[config.mk]
export PLATFORM = sky130hd
export DESIGN_NAME = cfg_t1_translator
export DESIGN_NICKNAME = d
export VERILOG_FILES = /design/src/rtl/t1x_pkg.sv /design/src/rtl/t1x_ctrl.sv /design/src/rtl/t1x_dpath.sv /design/src/rtl/cfg_t1_translator.sv
export SDC_FILE = /design/constraint.sdc
export NUM_CORES = 1
export LEC_CHECK = 0
export BUFFER_PORTS_ARGS = -buffer_cell sky130_fd_sc_hd__buf_2
export CORE_ASPECT_RATIO = 0.7
export CORE_MARGIN = 2
export CORE_UTILIZATION = 38
export DETAILED_ROUTE_END_ITERATION = 8
export PLACE_DENSITY_LB_ADDON = 0.05
export SYNTH_ARGS = -nofsm -noshare
export SYNTH_HDL_FRONTEND = slang
export SYNTH_HIERARCHICAL = 1
export SYNTH_SLANG_ARGS = --single-unit
export TNS_END_PERCENT = 1
[constraint.sdc]
create_clock -name clk -period 1.2 [get_ports clk]
set_input_delay 0.06 -clock clk [delete_from_list [all_inputs] [get_ports clk]]
set_output_delay 0.06 -clock clk [all_outputs]
set_load 0.005 [all_outputs]
[src/rtl/t1x_pkg.sv]
package t1x_pkg;
  // Command nibble encodings (active-low bus values)
  localparam logic [3:0] CMD_CFG_RD = 4'b1010;
  localparam logic [3:0] CMD_CFG_WR = 4'b1011;
  // Address-phase type code for a Type 1 configuration cycle
  localparam logic [1:0] TYPE1_CODE = 2'b01;
  localparam logic [1:0] TYPE0_CODE = 2'b00;

  // Field positions inside a configuration address
  localparam int BUS_LSB  = 16;
  localparam int DEV_LSB  = 11;
  localparam int DEV_W    = 5;
  localparam int FUNC_LSB = 8;
  localparam int FUNC_W   = 3;
  localparam int REG_LSB  = 2;
  localparam int REG_W    = 6;
  localparam int SEL_LSB  = 16;

  // Strobes passed from control to datapath
  typedef struct packed {
    logic load;
  } ctlStrobe_t;
endpackage

[src/rtl/t1x_ctrl.sv]
module t1x_ctrl
  import t1x_pkg::*;
#(
  parameter int BUS_W = 8
) (
  input  logic             clk,
  input  logic             rstN,
  input  logic             addrPhase,
  input  logic [3:0]       cmdN,
  input  logic [1:0]       typeBits,
  input  logic [BUS_W-1:0] busField,
  input  logic [BUS_W-1:0] secBusNum,
  output ctlStrobe_t       strobe,
  output logic             claim,
  output logic             secValid
);
  logic isCfgCmd;
  logic isType1;
  logic busHit;

  always_comb begin
    isCfgCmd    = (cmdN == CMD_CFG_RD) || (cmdN == CMD_CFG_WR);
    isType1     = (typeBits == TYPE1_CODE);
    busHit      = (busField == secBusNum);
    strobe.load = addrPhase && isCfgCmd && isType1 && busHit;
  end

  always_ff @(posedge clk) begin
    if (!rstN) begin
      claim    <= 1'b0;
      secValid <= 1'b0;
    end else begin
      claim    <= strobe.load;
      secValid <= strobe.load;
    end
  end
endmodule

[src/rtl/t1x_dpath.sv]
module t1x_dpath
  import t1x_pkg::*;
#(
  parameter int AD_W = 32
) (
  input  logic            clk,
  input  logic            rstN,
  input  ctlStrobe_t      strobe,
  input  logic [AD_W-1:0] priAd,
  input  logic            pcixMode,
  output logic [AD_W-1:0] secAd
);
  localparam int SEL_W = AD_W - SEL_LSB;

  logic [DEV_W-1:0]  devNum;
  logic [SEL_W-1:0]  idselVec;
  logic [AD_W-1:0]   nextAd;
  logic              unusedHiBits;

  assign devNum       = priAd[DEV_LSB +: DEV_W];
  assign unusedHiBits = ^priAd[AD_W-1:BUS_LSB];

  // One select line per decodable device; numbers past SEL_W-1 select none
  for (genvar i = 0; i < SEL_W; i++) begin : g_idsel
    assign idselVec[i] = (devNum == DEV_W'(i));
  end

  always_comb begin
    nextAd                          = '0;
    nextAd[REG_LSB  +: REG_W]       = priAd[REG_LSB +: REG_W];
    nextAd[FUNC_LSB +: FUNC_W]      = priAd[FUNC_LSB +: FUNC_W];
    nextAd[DEV_LSB  +: DEV_W]       = pcixMode ? devNum : '0;
    nextAd[AD_W-1:SEL_LSB]          = idselVec;
  end

  always_ff @(posedge clk) begin
    if (!rstN)            secAd <= '0;
    else if (strobe.load) secAd <= nextAd;
  end
endmodule

[src/rtl/cfg_t1_translator.sv]
module cfg_t1_translator
  import t1x_pkg::*;
#(
  parameter int AD_W  = 32,
  parameter int BUS_W = 8
) (
  input  logic             clk,
  input  logic             rstN,
  input  logic [AD_W-1:0]  priAd,
  input  logic [3:0]       priCbeN,
  input  logic             addrPhase,
  input  logic [BUS_W-1:0] secBusNum,
  input  logic             pcixMode,
  output logic             claim,
  output logic [AD_W-1:0]  secAd,
  output logic             secValid
);
  ctlStrobe_t strobe;

  t1x_ctrl #(.BUS_W(BUS_W)) i_ctrl (
    .clk       (clk),
    .rstN      (rstN),
    .addrPhase (addrPhase),
    .cmdN      (priCbeN),
    .typeBits  (priAd[1:0]),
    .busField  (priAd[BUS_LSB +: BUS_W]),
    .secBusNum (secBusNum),
    .strobe    (strobe),
    .claim     (claim),
    .secValid  (secValid)
  );

  t1x_dpath #(.AD_W(AD_W)) i_dpath (
    .clk      (clk),
    .rstN     (rstN),
    .strobe   (strobe),
    .priAd    (priAd),
    .pcixMode (pcixMode),
    .secAd    (secAd)
  );
endmodule

---- After elaboration in Yosys (flattened, before gate mapping) ----
Cells that the tools add are included.
storage, ports and cells
  word-level logic and storage cells ...... 27
  flip-flop bits (word level) ............. 31
  output and inout port bits .............. 34
cells by class
  equal/unequal tests ..................... 19
  multiplexer cells ....................... 1
  reduce and logical (&&, ||, !) cells .... 5
operators with widths
  operator                                       count
  == test 5 x 4 -> 1 bit, second input constant  8
  == test 5 x 3 -> 1 bit, second input constant  4
  == test 5 x 2 -> 1 bit, second input constant  2
  == test 4 bit, second input constant           2
  == test 8 bit                                  1
  == test 5 x 1 -> 1 bit, second input constant  1
  zero test 5 bit                                1
  two-way mux 5 bit                              1
  logical AND 1 bit                              3
  == test 2 x 1 -> 1 bit, second input constant  1
  logical OR 1 bit                               1

---- Longest topological paths before layout ----
  word-level depth ........................ 5
  depth in mapped cells ................... 7
  gate-level depth less buffers ........... 5

---- Modules after synthesis ----
Netlist, hierarchy kept.
modules (own cells, without submodules)
  module     times used  cells each  area each (um2)
  t1x_dpath  1           108         1178.6
  t1x_ctrl   1           17          153.9

---- Least setup slack after synthesis ----
Ideal clock, no wire load.
  path type ............................... input to register
  start ................................... in priCbeN[2]
  end ..................................... reg i_dpath.secAd[10]
  path buffers ............................ 2
  data required time ...................... 1.083 ns
  path slack .............................. -0.090 ns
  cell stages on the path ................. 7
  arrival ................................. 1.173 ns
  cells stage by stage .................... and4bb_1 -> nand3_2 -> nor3_1 -> buf_4 -> buf_2 -> mux2i_1 -> nor2_1
between the ends
  word-level cells in the longest chain between the ends .. 5
  elaborated cells between the ends (all ways) .. 6
  those cells by class .................... eq/ne: 2; reduce/logical: 4
ends and longest elaborated chain
  what                              RTL line                 source
  from (decl)                       cfg_t1_translator.sv:10  input logic [3:0] priCbeN,
  == test 4 bit                     t1x_ctrl.sv:22           isCfgCmd = (cmdN == CMD_CFG_RD) || (cmdN == CMD_CFG_WR);
  logical OR 1 bit *                t1x_ctrl.sv:22
  logical AND 1 bit * (3 in a row)  t1x_ctrl.sv:25           strobe.load = addrPhase && isCfgCmd && isType1 && busHit;
  named net strobe                  cfg_t1_translator.sv:18  ctlStrobe_t strobe;
  to (signal assigned)              t1x_dpath.sv:38          else if (strobe.load) secAd <= nextAd;
  to (decl)                         t1x_dpath.sv:11          output logic [AD_W-1:0] secAd
The timed path passes the listed nets; every way through them passes the cells marked *.
A chain may end at the register's enable or synchronous reset.

---- Worst setup path after layout ----
  start ................................... in secBusNum[3]
  end ..................................... reg i_dpath.secAd[19]
between the ends
  word-level cells in the longest chain between the ends .. 2
ends and longest elaborated chain
  what               RTL line                 source
  from (decl)        cfg_t1_translator.sv:12  input logic [BUS_W-1:0] secBusNum,
  == test 8 bit      t1x_ctrl.sv:24           busHit = (busField == secBusNum);
  logical AND 1 bit  t1x_ctrl.sv:25
  named net strobe   cfg_t1_translator.sv:18
The timed path passes the listed nets, and every way through them passes these cells.

==> results.md <==
- Status: completed
- Slew Limit Fails: 0
- RD Place Congestion: 0.746
- Multiplexer share of the synthesized area: 6.76%
- Total number of vias: 1229
- Critical path startpoint category: primary input
- Total Nets Final: 250
- Placed Cells: 242
- CTS Buf Count: 5
- CTS max path bufs: 2
- Sequential cell area: 621 um^2
- Total GRT Usage: 17.5%
- Synthesized area: 1330 um^2
- Synth Area in Simple Gates: 22.0%
- Die ar.: 4000 um^2
- VDD IR max: 0.559 mV
- Buffers added on ports: 70
- Post-Layout Cell Count: 250
- DRT iter0 DRCs: 77
- WP data required: 1.38 ns
- Clk slew on worst S/H paths: 0.07 ns
- Vias/cell: 4.92
- Worst flop-to-flop path startpoint: i_dpath/secAd[22]
- Die height: 53.5 um
- Post-Synth Adder-Cell Area: 0%
- Worst hold slack: 0.0203 ns
- Main combinational cell family by area after synthesis: simple AND/OR/NAND/NOR gates
- Synth unique cells: 30
- Compound-cell area share of the yosys netlist: 13.6%
- Worst-path fanout max: 12
- Crit path cell chain: buf_2 -> xnor2_1 -> nand4_1 -> nor3_4 -> buf_12 -> nand4b_1 -> o41ai_2
- Critical Path End: i_dpath/secAd[19]
- CTS H-tree lvls: 2
- P_leak: 0.000892 uW
- Crit path time final: 1.19 ns
- CTS Hold Bufs: 0
- Max-cap violation count: 0
- Critical path origin: secBusNum[3]
- Critical path arrival: 1.37 ns
- Crit Reg-Reg Endpoint: i_dpath/secAd[22]
- Max frequency: 838 MHz
- Met1 Use GR: 22.2%
- Final ANT Viol Nets: 0
- Area Overhead vs Synth: 44.7%
- First-pass GRT wire length: 5.20 mm
- FF-to-FF setup slack: 0.52 ns
- Diodes inserted: 0
- Avg Cell Area, Syn: 10.7 um^2
- Final setup fails: 0
- Hold path start: priAd[10]
- Pin count of the biggest net entering global routing: 18
- Wire per inst: 13.1 um
- Num Clock Sinks: 31
- PostCTS Resize Cnt: 0
- Remaining DRCs: 0
- WL final: 3.28 mm
- Share of layout cells above drive strength 1: 47.3%
- Synthesis-stage register bit count: 31
- Synth Instances: 125
- Core ar.: 3250 um^2
- Global routing's busiest layer: met2
- PwrDens: 1170 nW/um^2
- Xor and xnor area share after synthesis: 5.26%
- CP Class: primary input to flip-flop
- Starting Density: 40.9%
- Hold Vio Cnt, Final: 0
- Fin Clk Skew: 0 ns
- Slowest stage delay, CP: 0.26 ns
- Part of the cycle the worst path needs: 99.4%
- GR met3 Demand/Resource: 5.81%
- Yosys Warn Count: 6
- RSZ-0062 raised after global routing: yes
- Antenna violations before repair: 0
- Post-synthesis sequential area ratio: 46.6%
- Post-detail-place hpwl: 2.48 mm
- Setup Fix Bufs, Post-CTS: 0
- Root buffer cell: clkbuf_8
- Num rows: 17
- Drt pass-1 iters: 4
- Vias in the first global route: 1214
- Type of the worst min-delay path: primary input to flip-flop
- Global route overflow: 0
- Reg2reg path depth: 1
- IO Pins: 82
- CTS tree: yes
- GR Util met2: 28.9%
- Clock Latency Late Sink: 0.27 ns
- Die W: 74.8 um
- Multi-input gate area in the final layout: 678 um^2
- Critical path's slowest cell: nor3_4
- Fill cell count: 300
- Crit end category: flip-flop
-- sequential cells by signal (all words and copies together) (netlist names) --
signal	cells
i_ctrl/secValid	1
i_dpath/secAd	30
-- where the power goes --
group	switching [uW]	total [uW]	internal, uW
clock network	378	1050	671
logic	89.8	181	91.2
registers	0.0172	1030	1030
total	467	2260	1790
-- synthesized netlist by cell type --
| cell | count | area (um^2) |
|---|---|---|
| dfxtp_1 | 31 | 621 |
| a32o_1 | 11 | 110 |
| nor2_1 | 10 | 37.5 |
| mux2i_1 | 9 | 90.1 |
| xnor2_1 | 8 | 70.1 |
| buf_4 | 7 | 52.6 |
| a21oi_1 | 5 | 25.0 |
| nand2b_1 | 5 | 31.3 |
| nand3_1 | 5 | 25.0 |
| nand3b_1 | 5 | 37.5 |
| and4bb_1 | 3 | 37.5 |
| nor2b_1 | 3 | 18.8 |
| and3b_1 | 2 | 17.5 |
| buf_2 | 2 | 10.0 |
| inv_1 | 2 | 7.51 |
| nand4_1 | 2 | 12.5 |
| o21ai_1 | 2 | 10.0 |
| a22o_1 | 1 | 8.76 |
| a32o_2 | 1 | 11.3 |
| and3_1 | 1 | 6.26 |
| and4b_1 | 1 | 10.0 |
| conb_1 | 1 | 3.75 |
| inv_2 | 1 | 3.75 |
| nand3_2 | 1 | 10.0 |
| nand4b_1 | 1 | 8.76 |
| nor3_1 | 1 | 5.00 |
| nor3b_1 | 1 | 7.51 |
| nor4_2 | 1 | 12.5 |
| nor4b_2 | 1 | 15.0 |
| o41ai_2 | 1 | 16.3 |
-- worst max-delay path: cells and delay by family --
kind / cells / cell delay, ns
simple gates: 3 / 0.63
buf+inv: 2 / 0.27
compound gates: 1 / 0.24
xor+xnor: 1 / 0.17
-- layout by cell type, fill, tap and decap left out, types with 2 or more instances in the layout --
cell type	n
nor2_1	10
mux2i_1	9
and4bb_1	3
and3b_1	2
nand4_1	2
nand3b_1	5
buf_4	6
a21oi_1	5
xnor2_1	6
buf_2	69
a32o_1	11
clkbuf_8	6
buf_12	2
nor2b_1	3
dfxtp_1	31
nand3_1	5
inv_1	2
nand2b_1	5
conb_1	2
o21ai_1	2
xnor2_2	2
-- through the flow --
step           setup TNS (ns)  power, uW  cell area [um^2]  worst slack [ns]  utilization (%)
2_1_floorplan          -0.161       1120              1350           -0.0155                -
3_3_place_gp            -4.98       1220              1780            -0.204             54.7
3_5_place_dp            -6.39       1220              1780            -0.281             54.7
4_1_cts                     0       2290              1900            0.0168             58.3
5_1_grt                -0.316       2380              1930           -0.0568             59.2
6_report                    0       2260              1930           0.00665             59.2
-- cell families after synthesis --
kind of cell,Yosys count
other,1
DFF,31
buffers and inverters,12
xor gates and xnor gates,8
and+or+nand+nor,43
AOI/OAI and AO/OA,21
muxes,9
-- worst min-delay path by stage --
stage                         to  slack (ns)  depth (start not counted)
2_1_floorplan  i_dpath/secAd[19]        0.16                          1
3_3_place_gp    i_dpath/secAd[8]        0.29                          3
3_5_place_dp   i_dpath/secAd[10]        0.31                          3
4_1_cts        i_dpath/secAd[10]       0.009                          3
5_1_grt         i_dpath/secAd[2]        0.03                          3
6_report       i_dpath/secAd[10]        0.02                          3
-- final cells by class --
cell class / count / share of cell area (%)
multi-input cells: 83 / 35.2
flip-flops and latches: 31 / 32.2
repair buffers: 78 / 22.9
clock buffers: 6 / 4.28
well taps: 47 / 3.05
clock inverters: 2 / 1.82
inverters: 3 / 0.584
-- metal layers --
| layer | wire, um | up-vias |
|---|---|---|
| met4 | 0 | 0 |
| met5 | 0 | - |
| met1 | 1580 | 576 |
| met2 | 1500 | 46 |
| met3 | 205 | 0 |
| li1 | - | 607 |
Power figures use the tool's default switching activity.
